===== src/rtl/ss_pkg.sv =====
package ss_pkg;
  // read source selected by the CSR address
  typedef enum logic [1:0] {
    SEL_SLOT = 2'd0,
    SEL_EN   = 2'd1,
    SEL_STS  = 2'd2,
    SEL_NONE = 2'd3
  } rd_sel_e;

  function automatic rd_sel_e decode_addr(input int unsigned addr, input int unsigned depth);
    if (addr < depth)           return SEL_SLOT;
    else if (addr == depth)     return SEL_EN;
    else if (addr == depth + 1) return SEL_STS;
    else                        return SEL_NONE;
  endfunction
endpackage


===== src/rtl/ss_slot_wr.sv =====
module ss_slot_wr #(
  parameter int unsigned DEPTH = 8,
  parameter int unsigned SMP_W = 6,
  localparam int unsigned PTR_W = (DEPTH > 1) ? $clog2(DEPTH) : 1
) (
  input  logic                            clk_i,
  input  logic                            rst_ni,
  input  logic                            valid_i,
  input  logic                            sop_i,
  input  logic [SMP_W-1:0]                data_i,
  output logic [DEPTH-1:0][SMP_W-1:0]     slots_o,
  output logic [PTR_W-1:0]                ptr_o
);
  localparam logic [PTR_W-1:0] LAST = PTR_W'(DEPTH - 1);

  logic [PTR_W-1:0] ptr_q, ptr_d, idx;

  assign idx   = sop_i ? '0 : ptr_q;
  assign ptr_d = (idx == LAST) ? LAST : idx + PTR_W'(1);

  always_ff @(posedge clk_i or negedge rst_ni) begin
    if (!rst_ni)      ptr_q <= '0;
    else if (valid_i) ptr_q <= ptr_d;
  end

  for (genvar g = 0; g < DEPTH; g++) begin : g_slot
    logic [SMP_W-1:0] slot_q;
    always_ff @(posedge clk_i or negedge rst_ni) begin
      if (!rst_ni)                                 slot_q <= '0;
      else if (valid_i && idx == PTR_W'(g))        slot_q <= data_i;
    end
    assign slots_o[g] = slot_q;
  end

  assign ptr_o = ptr_q;
endmodule


===== src/rtl/ss_irq_regs.sv =====
module ss_irq_regs (
  input  logic clk_i,
  input  logic rst_ni,
  input  logic eop_evt_i,
  input  logic en_wr_i,
  input  logic sts_wr_i,
  input  logic wbit_i,
  output logic en_o,
  output logic sts_o,
  output logic irq_o
);
  logic en_q, sts_q;

  always_ff @(posedge clk_i or negedge rst_ni) begin
    if (!rst_ni)      en_q <= 1'b1;
    else if (en_wr_i) en_q <= wbit_i;
  end

  // set has priority over write-1-to-clear
  always_ff @(posedge clk_i or negedge rst_ni) begin
    if (!rst_ni)                  sts_q <= 1'b0;
    else if (eop_evt_i)           sts_q <= 1'b1;
    else if (sts_wr_i && wbit_i)  sts_q <= 1'b0;
  end

  assign en_o  = en_q;
  assign sts_o = sts_q;
  assign irq_o = en_q & sts_q;
endmodule


===== src/rtl/ss_csr_rd.sv =====
module ss_csr_rd
  import ss_pkg::*;
#(
  parameter int unsigned DEPTH  = 8,
  parameter int unsigned SMP_W  = 6,
  parameter int unsigned ADDR_W = 4,
  parameter int unsigned DATA_W = 32,
  localparam int unsigned PTR_W = (DEPTH > 1) ? $clog2(DEPTH) : 1
) (
  input  logic                        clk_i,
  input  logic                        rst_ni,
  input  logic                        rd_i,
  input  logic [ADDR_W-1:0]           addr_i,
  input  logic [DEPTH-1:0][SMP_W-1:0] slots_i,
  input  logic                        en_i,
  input  logic                        sts_i,
  output logic [DATA_W-1:0]           rdata_o
);
  rd_sel_e           sel;
  logic [DATA_W-1:0] word, rdata_q;

  assign sel = decode_addr(int'(addr_i), DEPTH);

  always_comb begin
    word = '0;
    unique case (sel)
      SEL_SLOT: word[SMP_W-1:0] = slots_i[addr_i[PTR_W-1:0]];
      SEL_EN:   word[0] = en_i;
      SEL_STS:  word[0] = sts_i;
      default:  word = '0;
    endcase
  end

  always_ff @(posedge clk_i or negedge rst_ni) begin
    if (!rst_ni)   rdata_q <= '0;
    else if (rd_i) rdata_q <= word;
  end

  assign rdata_o = rdata_q;
endmodule


===== src/rtl/sample_store.sv =====
module sample_store
  import ss_pkg::*;
#(
  parameter int unsigned DEPTH  = 8,
  parameter int unsigned SMP_W  = 6,
  parameter int unsigned DATA_W = 32,
  localparam int unsigned ADDR_W = $clog2(DEPTH + 2),
  localparam int unsigned PTR_W  = (DEPTH > 1) ? $clog2(DEPTH) : 1
) (
  input  logic              clk_i,
  input  logic              rst_ni,
  input  logic              st_valid_i,
  input  logic              st_sop_i,
  input  logic              st_eop_i,
  input  logic [SMP_W-1:0]  st_data_i,
  input  logic [ADDR_W-1:0] csr_addr_i,
  input  logic              csr_read_i,
  input  logic              csr_write_i,
  input  logic [DATA_W-1:0] csr_wdata_i,
  output logic [DATA_W-1:0] csr_rdata_o,
  output logic              irq_o
);
  logic [DEPTH-1:0][SMP_W-1:0] slots;
  logic [PTR_W-1:0]            wr_ptr;
  logic                        irq_en, irq_sts;
  logic                        en_wr, sts_wr;
  rd_sel_e                     wr_sel;
  logic                        unused_wdata;

  assign wr_sel       = decode_addr(int'(csr_addr_i), DEPTH);
  assign en_wr        = csr_write_i && (wr_sel == SEL_EN);
  assign sts_wr       = csr_write_i && (wr_sel == SEL_STS);
  assign unused_wdata = ^csr_wdata_i[DATA_W-1:1];

  ss_slot_wr #(.DEPTH(DEPTH), .SMP_W(SMP_W)) i_slot_wr (
    .clk_i   (clk_i),
    .rst_ni  (rst_ni),
    .valid_i (st_valid_i),
    .sop_i   (st_sop_i),
    .data_i  (st_data_i),
    .slots_o (slots),
    .ptr_o   (wr_ptr)
  );

  ss_irq_regs i_irq_regs (
    .clk_i     (clk_i),
    .rst_ni    (rst_ni),
    .eop_evt_i (st_valid_i & st_eop_i),
    .en_wr_i   (en_wr),
    .sts_wr_i  (sts_wr),
    .wbit_i    (csr_wdata_i[0]),
    .en_o      (irq_en),
    .sts_o     (irq_sts),
    .irq_o     (irq_o)
  );

  ss_csr_rd #(.DEPTH(DEPTH), .SMP_W(SMP_W), .ADDR_W(ADDR_W), .DATA_W(DATA_W)) i_csr_rd (
    .clk_i   (clk_i),
    .rst_ni  (rst_ni),
    .rd_i    (csr_read_i),
    .addr_i  (csr_addr_i),
    .slots_i (slots),
    .en_i    (irq_en),
    .sts_i   (irq_sts),
    .rdata_o (csr_rdata_o)
  );
endmodule


===== config.mk =====
export PLATFORM = sky130hd
export DESIGN_NAME = sample_store
export DESIGN_NICKNAME = d
export VERILOG_FILES = /design/src/rtl/ss_pkg.sv /design/src/rtl/ss_slot_wr.sv /design/src/rtl/ss_irq_regs.sv /design/src/rtl/ss_csr_rd.sv /design/src/rtl/sample_store.sv
export SDC_FILE = /design/constraint.sdc
export NUM_CORES = 1
export LEC_CHECK = 0
export BUFFER_PORTS_ARGS = -buffer_cell sky130_fd_sc_hd__buf_2
export CORE_MARGIN = 1.5
export CORE_UTILIZATION = 50
export CTS_BUF_LIST = sky130_fd_sc_hd__clkbuf_8
export DETAILED_ROUTE_END_ITERATION = 8
export GPL_TIMING_DRIVEN = 0
export PLACE_DENSITY = 0.73
export SYNTH_ARGS = -nofsm -noshare
export SYNTH_HDL_FRONTEND = slang
export SYNTH_SLANG_ARGS = --single-unit

===== constraint.sdc =====
create_clock -name clk_i -period 1.9 [get_ports clk_i]
set_input_delay 0.19 -clock clk_i [delete_from_list [all_inputs] [get_ports clk_i]]
set_output_delay 0.19 -clock clk_i [all_outputs]
set_load 0.01 [all_outputs]

==> results of run 1 <==
==> cells in the mapped netlist <==
cell type	instances
buf_1	1
ha_1	4
o21ai_1	1
mux2_4	7
dfrtp_1	58
nand3b_1	1
buf_8	1
o211ai_1	4
nand2b_1	4
nor2b_2	1
a31oi_1	1
o32ai_1	4
nor2b_1	6
nand4_1	1
mux2_2	40
o32ai_2	1
and2_1	1
mux2_1	22
conb_1	1
nand2_1	8
nand3_4	4
mux2i_1	2
buf_6	4
o211ai_2	1
or2_2	1
buf_4	26
dfstp_2	1
a22o_1	2
nor2_4	4
buf_12	1
buf_2	1
a211oi_1	5
o221ai_1	2
nor3b_1	1
inv_1	8
o22ai_1	5
==> worst paths after layout <==
check	startpoint	to
worst max-delay path	i_slot_wr.ptr_o[0]	i_slot_wr.g_slot[3].slot_q[2]
min in group asynchronous	rst_ni	i_slot_wr.g_slot[6].slot_q[3]
max in group asynchronous	rst_ni	i_slot_wr.g_slot[4].slot_q[5]
worst min-delay path	st_eop_i	i_irq_regs.sts_o
worst max register to register	i_slot_wr.ptr_o[0]	i_slot_wr.g_slot[3].slot_q[2]
worst min register to register	i_slot_wr.g_slot[4].slot_q[4]	i_slot_wr.g_slot[4].slot_q[4]
==> state kept, by name, indices dropped and copies added, names as in the netlist <==
signal,count
i_csr_rd.rdata_o,6
i_irq_regs.sts_o,1
i_slot_wr.ptr_o,3
i_irq_regs.en_o,1
i_slot_wr.g_slot.slot_q,48
==> cells by family after synthesis <==
family                     Yosys count  synth area share
other                                1           0.00120
and+or+nand+nor                     32            0.0800
adders and majority gates            4            0.0160
DFF                                 59             0.472
AOI/OAI and AO/OA                   26            0.0668
muxes                               71             0.263
buffers and inverters               42             0.100
==> timing repair <==
item	in CTS	in global routing
endpoints found under the hold margin	0	58
hold buffers	0	1
endpoints found under the setup margin	0	0
gates resized for setup	0	0
==> worst register-to-register path, delay by kind of cell, from the launching register on <==
| family | cells | cell delay, ns |
|---|---|---|
| AND/OR/NAND/NOR | 3 | 0.46 |
| multiplexers | 1 | 0.37 |
| flip-flops | 1 | 0.34 |
| adder cells (fa/ha/maj) | 1 | 0.25 |
| buffers and inverters | 1 | 0.11 |
==> metrics by stage <==
step           area [um^2]  hold WS, ns  worst slack (ns)  utilization
3_5_place_dp          3430        0.423             0.160        0.573
3_3_place_gp          3430        0.419             0.229        0.573
2_1_floorplan         3220       -0.106             0.475            -
5_1_grt               3620       0.0677             0.167        0.605
4_1_cts               3610       0.0701             0.223        0.603
6_report              3620       0.0856             0.257        0.605
==> where the power goes <==
group / switching, W / internal (W)
Sequential: 0.000183 / 0.00166
Clock: 0.000442 / 0.000563
Combinational: 0.000386 / 0.000544
Total: 0.00101 / 0.00277
==> metal layers <==
layer  wire length [um]  vias to the layer above
met5                  0                        -
met4                 49                        0
met3                241                        7
met2               3020                       43
met1               2580                      959
li1                   -                      909
==> final cells by class <==
class                   count  area, um^2  share of cell area
multi-input cells         159        1430               0.395
well taps                  75        93.8              0.0259
plain buffers              34         284              0.0784
clock inverters             3        13.8             0.00380
repair buffers             24         128              0.0352
flip-flops and latches     59        1480               0.408
clock buffers              12         165              0.0456
inverters                   8        30.0             0.00829
==> impl_results.md, run 1 <==
- Fmax: ~610 MHz
- Tot Pwr: ~0.0038 W
- WP buf/inv: 1
- CP Launch Type: register
- Synth Instances: 235
- CP delay by family, top: simple AND/OR/NAND/NOR gates
- WL/cell: approximately 16 um
- Share of layout cells above drive strength 1: 0.435
- Placed cell count: between 300 and 400
- Initial Util: 0.522
- Total grt overflow: 0
- # DRC: 0
- Required @ worst endpoint: ~2.1 ns
- CTS root buf: clkbuf_8
- Final number of hold-violating endpoints: 0
- Met3 Use GR: 0.0626
- Die Area: 6740 um^2
- Hold Crit Depth: 2
- Met2 usage: 0.328
- Status: complete, no violations
- Max incr delay on CP: between 0.3 and 0.4 ns
- Chip Height: 82.1 um
- Antenna violations before repair: 0
- Reg-to-reg slack, setup: approximately 0.26 ns
- Min-Delay Path Class: in2reg
- Post-route clock period utilization: 0.865
- Syn_area_per_cell: approximately 13 um^2
- Max_cap viols: 0
- Gpl congestion: between 0.7 and 0.8
- CP max FO: 6
- Clk_skew: between 0.006 and 0.007 ns
- Critical Path, Cell by Cell: nand2b_1 -> inv_1 -> ha_1 -> nand2_1 -> nor2_4 -> mux2_2
- Worst Setup Path Type: reg2reg
- Clock Latency Late Sink: between 0.3 and 0.4 ns
- Largest net degree at the start of global routing: 60
- Setup crit end kind: register
- Synth top area share: 0.464
- YS warnings: 0
- P per Cell Area: ~1000 nW/um^2
- Most common cell after layout, fill and taps aside: dfrtp_1
- Synth top area cells: dfrtp_1, mux2_2, mux2_1, buf_4, mux2_4
- Yosys cell types: 36
- RSZ-0062 raised after global routing: no
- Hpwl dp: approximately 4100 um
- Slowest-stage cell, CP: mux2_2
- Fill count: approximately 520
- Slew headroom: 0.504
- Cell row count: 28
- Tmin final: approximately 1.6 ns
- Core Region: around 6000 um^2
- Die W: between 80 and 90 um
- Yosys reg bits: between 50 and 60
- N_diodes: 0
- CTS buffer count: 9
- Drt first pass iters: 4
- Vias in the first global route: between 1500 and 2000
- Sum Neg Setup Slack: 0 ns
- Total Wirelength: 5890 um
- Synthesized cell area: roughly 3100 um^2
- Depth of the CTS H-tree: 3
- Post-synthesis sequential area ratio: 0.472
- Leak: 1.76 nW
- Setup violations, final: 0
- Clock slew at reported path FFs: approximately 0.060 ns
- Most frequent cells in the layout: dfrtp_1, mux2_2, buf_4
- GR Util All Layers: 0.192
- Initial DRC count: 40
- Layout net count: around 350
- Count of pins over their slew limit: 0
- Leading area contributor after synthesis: dfrtp_1
- Drt via density: between 5 and 6
- I/O Buffers: 23
- Clk sinks: roughly 60
- Post-CTS setup buffer count: 0
- Worst reg-to-reg path cell count: 6
- Slew of the pin with the lowest slew margin: between 0.7 and 0.8 ns
- Num ports: 82
- Layout area overhead: 15.8%
- CTS tree: done
- Post-route ant nets: 0
- Filler-free cell count of the finished design: ~370
- First-pass GRT wire length: 9040 um
- Vias: 1918
- Met1 usage: 0.228
- IR drop worst, VDD: just over 0.6 mV
- Clock buffer depth: 2
- CP arrival: around 1.9 ns
- WP depth: 6
- GRT busiest layer: met2
Power figures use the tool's default switching activity.
==> inputs of run 2 (changes only) <==
--- a/config.mk
+++ b/config.mk
@@ -5,13 +5,13 @@
 export SDC_FILE = /design/constraint.sdc
 export NUM_CORES = 1
 export LEC_CHECK = 0
-export BUFFER_PORTS_ARGS = -buffer_cell sky130_fd_sc_hd__buf_2
 export CORE_MARGIN = 1.5
-export CORE_UTILIZATION = 50
+export CORE_UTILIZATION = 40
 export CTS_BUF_LIST = sky130_fd_sc_hd__clkbuf_8
 export DETAILED_ROUTE_END_ITERATION = 8
+export DONT_BUFFER_PORTS = 1
 export GPL_TIMING_DRIVEN = 0
-export PLACE_DENSITY = 0.73
+export PLACE_DENSITY = 0.53
 export SYNTH_ARGS = -nofsm -noshare
 export SYNTH_HDL_FRONTEND = slang
 export SYNTH_SLANG_ARGS = --single-unit
==> constraint.sdc (replaced) <==
create_clock -name clk_i -period 1.45 [get_ports clk_i]
set_input_delay 0.145 -clock clk_i [delete_from_list [all_inputs] [get_ports clk_i]]
set_output_delay 0.145 -clock clk_i [all_outputs]
set_load 0.01 [all_outputs]
==> run 2 against run 1 <==
Net effect: die area up 24%; flip-flop and latch count did not move; critical endpoint is now i_slot_wr.g_slot[5].slot_q[5]; clock-buffer cell count fell by 3; global-route usage is 1.2 points lower; critical path depth did not move; the run now ends with negative hold slack, negative setup slack left; worst setup slack worse by 0.27 ns; highest routed layer unchanged.
==> impl_results.md, run 2 (same netlist as run 1, synthesis figures left out) <==
- Min-Delay Path Class: in2async
- Cell row count: 32 (+14%)
- P_sw: 0.00149 W (+47%)
- Clock slew at reported path FFs: 0.07 ns (about the same)
- Leak: 1.92 nW (+9.0%)
- CP delay by family, top: flip-flops
- Final WS setup: -0.0112 ns (-0.268 ns)
- RSZ-0062 raised after global routing: yes
- Chip Height: 91.4 um (+11%)
- Total grt overflow: 0 (unchanged)
- Tmin final: 1.46 ns (-0.182 ns)
- Clock Latency Late Sink: 0.34 ns (about the same)
- Die W: 91.4 um (+11%)
- Sequential fraction of design power: 0.434 (-0.054)
- Initial Util: 0.409 (-0.113)
- Initial DRC count: 126 (+220%)
- N_diodes: 0 (unchanged)
- Hpwl dp: 4290 um (+5.4%)
- Post-route clock period utilization: 1.01 (+0.143)
- Comb pwr share: 0.276 (+0.030)
- Clk_skew: 0.00801 ns (+0.00176 ns)
- Sum Neg Setup Slack: -0.0707 ns (-0.0707 ns)
- Placed cell count: 362 (+1.1%)
- Post-route ant nets: 0 (unchanged)
- GR Util All Layers: 0.180 (-0.0120)
- Max incr delay on CP: 0.41 ns (+0.04 ns)
- Fmax: 684 MHz (+12%)
- Failing checks: negative hold slack, negative setup slack
- Largest net degree at the start of global routing: 60 (unchanged)
- Gpl congestion: 0.695 (-3.0%)
- WHS: -0.509 ns (-0.594 ns)
- Antenna violations before repair: 0 (unchanged)
- Fill count: 654 (+26%)
- FF-to-FF End: i_slot_wr.g_slot[5].slot_q[5]
- # DRC: 0 (unchanged)
- I/O Buffers: 0 (-100%)
- Worst reg-to-reg path cell count: 6 (unchanged)
- WP buf/inv: 2 (+1)
- DP Area: 3350 um^2 (-2.4%)
- Clk sinks: 59 (unchanged)
- Final instance area: 4020 um^2 (+11%)
- CP max FO: 6 (unchanged)
- CP arrival: 1.68 ns (-0.18 ns)
- Clock buffer depth: 2 (unchanged)
- Required @ worst endpoint: 1.67 ns (-0.44 ns)
- Share of layout cells above drive strength 1: 0.476 (+0.0416)
- Setup violations, final: 14 (+14)
- Total Wirelength: 6940 um (+18%)
- Drt via density: 4.74 (-7.5%)
- Status: finished, violations left
- Count of pins over their slew limit: 0 (unchanged)
- Total area of sequential cells: 1480 um^2 (unchanged)
- CP Launch Type: register
- Layout area overhead: 28.6%
- CTS buffer count: 9 (unchanged)
- Filler-free cell count of the finished design: 398 (+6.4%)
- Core Region: 7650 um^2 (+28%)
- WP depth: 6 (unchanged)
- Multi-input combinational cell area: 1650 um^2 (+15%)
- Reg-to-reg slack, setup: -0.01 ns (-0.27 ns)
- CTS root buf: clkbuf_8
- Vias in the first global route: 1981 (+9.5%)
- Final number of hold-violating endpoints: 59 (+59)
- Layout net count: 344 (-1.1%)
- Post-layout util: 0.526 (-0.0788)
- CTS Hold Bufs: 10 (+10)
- Slowest-stage cell, CP: dfrtp_1
- Clock share of power: 0.290 (+0.024)
- Setup crit end kind: register
- P per Cell Area: 1410 nW/um^2 (+35%)
- Vias: 1888 (-1.6%)
- End of the critical path: i_slot_wr.g_slot[5].slot_q[5]
- First-pass GRT wire length: 11200 um (+23%)
- Depth of the CTS H-tree: 3 (unchanged)
- Sw Ratio: 0.263 (-0.00411)
- Most common cell after layout, fill and taps aside: dfrtp_1
- CTS tree: done
- Int Power: 0.00417 W (+51%)
- Die Area: 8360 um^2 (+24%)
- Drt first pass iters: 4 (unchanged)
- Max_cap viols: 0 (unchanged)
- Max FFs per register: 48 (unchanged)
- Critical Path, Cell by Cell: nand2b_4 -> inv_4 -> ha_4 -> buf_6 -> nand3_4 -> mux2_4
- Worst Setup Path Type: reg2reg
- Most flops, register: i_slot_wr.g_slot.slot_q
- FF-to-FF Start: i_slot_wr.ptr_o[0]
- Num ports: 82 (unchanged)
- Most frequent cells in the layout: dfrtp_1, mux2_4, buf_4
- WL/cell: 17.4 um (+11%)
- Critical Path Start: i_slot_wr.ptr_o[0]
- IR drop worst, VDD: 0.733 mV (+18%)
==> run 2: cell count changes in the layout (fill, tap and decap cells not counted), sizes merged <==
cell and change:
dlygate4sd3 +9, bufinv +2, clkinv +1, buf -13
clkbuf -3, clkinvlp +1
==> run 2: what timing repair did <==
action / 4_1_cts / 5_1_grt
resized for setup: 52 / 5
buffers inserted: 10 / 0
endpoints found under the setup margin: 35 / 36
hold endpoints to repair: 112 / 59
pin swaps: 7 / 5
gates cloned: 0 / 0
==> run 2: cell type report <==
type	instances	share of cell area
repair buffers	20	0.0588
multi-input cells	159	0.409
inverters	8	0.00871
plain buffers	34	0.0706
flip-flops and latches	59	0.367
clock buffers	9	0.0308
well taps	102	0.0317
clock inverters	7	0.0227
==> run 2: routing by layer <==
layer  vias up  global-route usage  share of wire  wire length, um
met1       946               0.232           0.46             3180
met4         0              0.0391         0.0059               41
met3         5              0.0578          0.043              302
met2        37               0.296           0.49             3420
li1        900                   -              -                -
met5         -                   0              0                0
==> run 2: power by group through the flow <==
stage | Sequential [W] | Combinational [W] | Clock, W
global route | 0.00253 | 0.00169 | 0.00173
CTS | 0.00246 | 0.00152 | 0.00168
global placement | 0.00245 | 0.00108 | 0
finish | 0.00245 | 0.00156 | 0.00164
detailed placement | 0.00247 | 0.00111 | 0
floorplan | 0.00238 | 0.000964 | 0
==> run 2: worst min path at each step <==
stage	to	cells after the start
after floorplan	i_csr_rd.rdata_o[0]	0
after global placement	i_slot_wr.g_slot[5].slot_q[3]	0
after detailed placement	i_slot_wr.g_slot[7].slot_q[3]	0
after CTS	i_slot_wr.ptr_o[2]	0
after global routing	i_slot_wr.g_slot[5].slot_q[3]	0
final	i_slot_wr.g_slot[5].slot_q[3]	0
==> run 2: per-stage QoR <==
step	power [W]	setup slack, ns
2_1_floorplan	0.00335	0.0253
3_3_place_gp	0.00353	-0.181
3_5_place_dp	0.00357	-0.207
4_1_cts	0.00566	-0.0422
5_1_grt	0.00595	-0.0868
6_report	0.00566	-0.0112
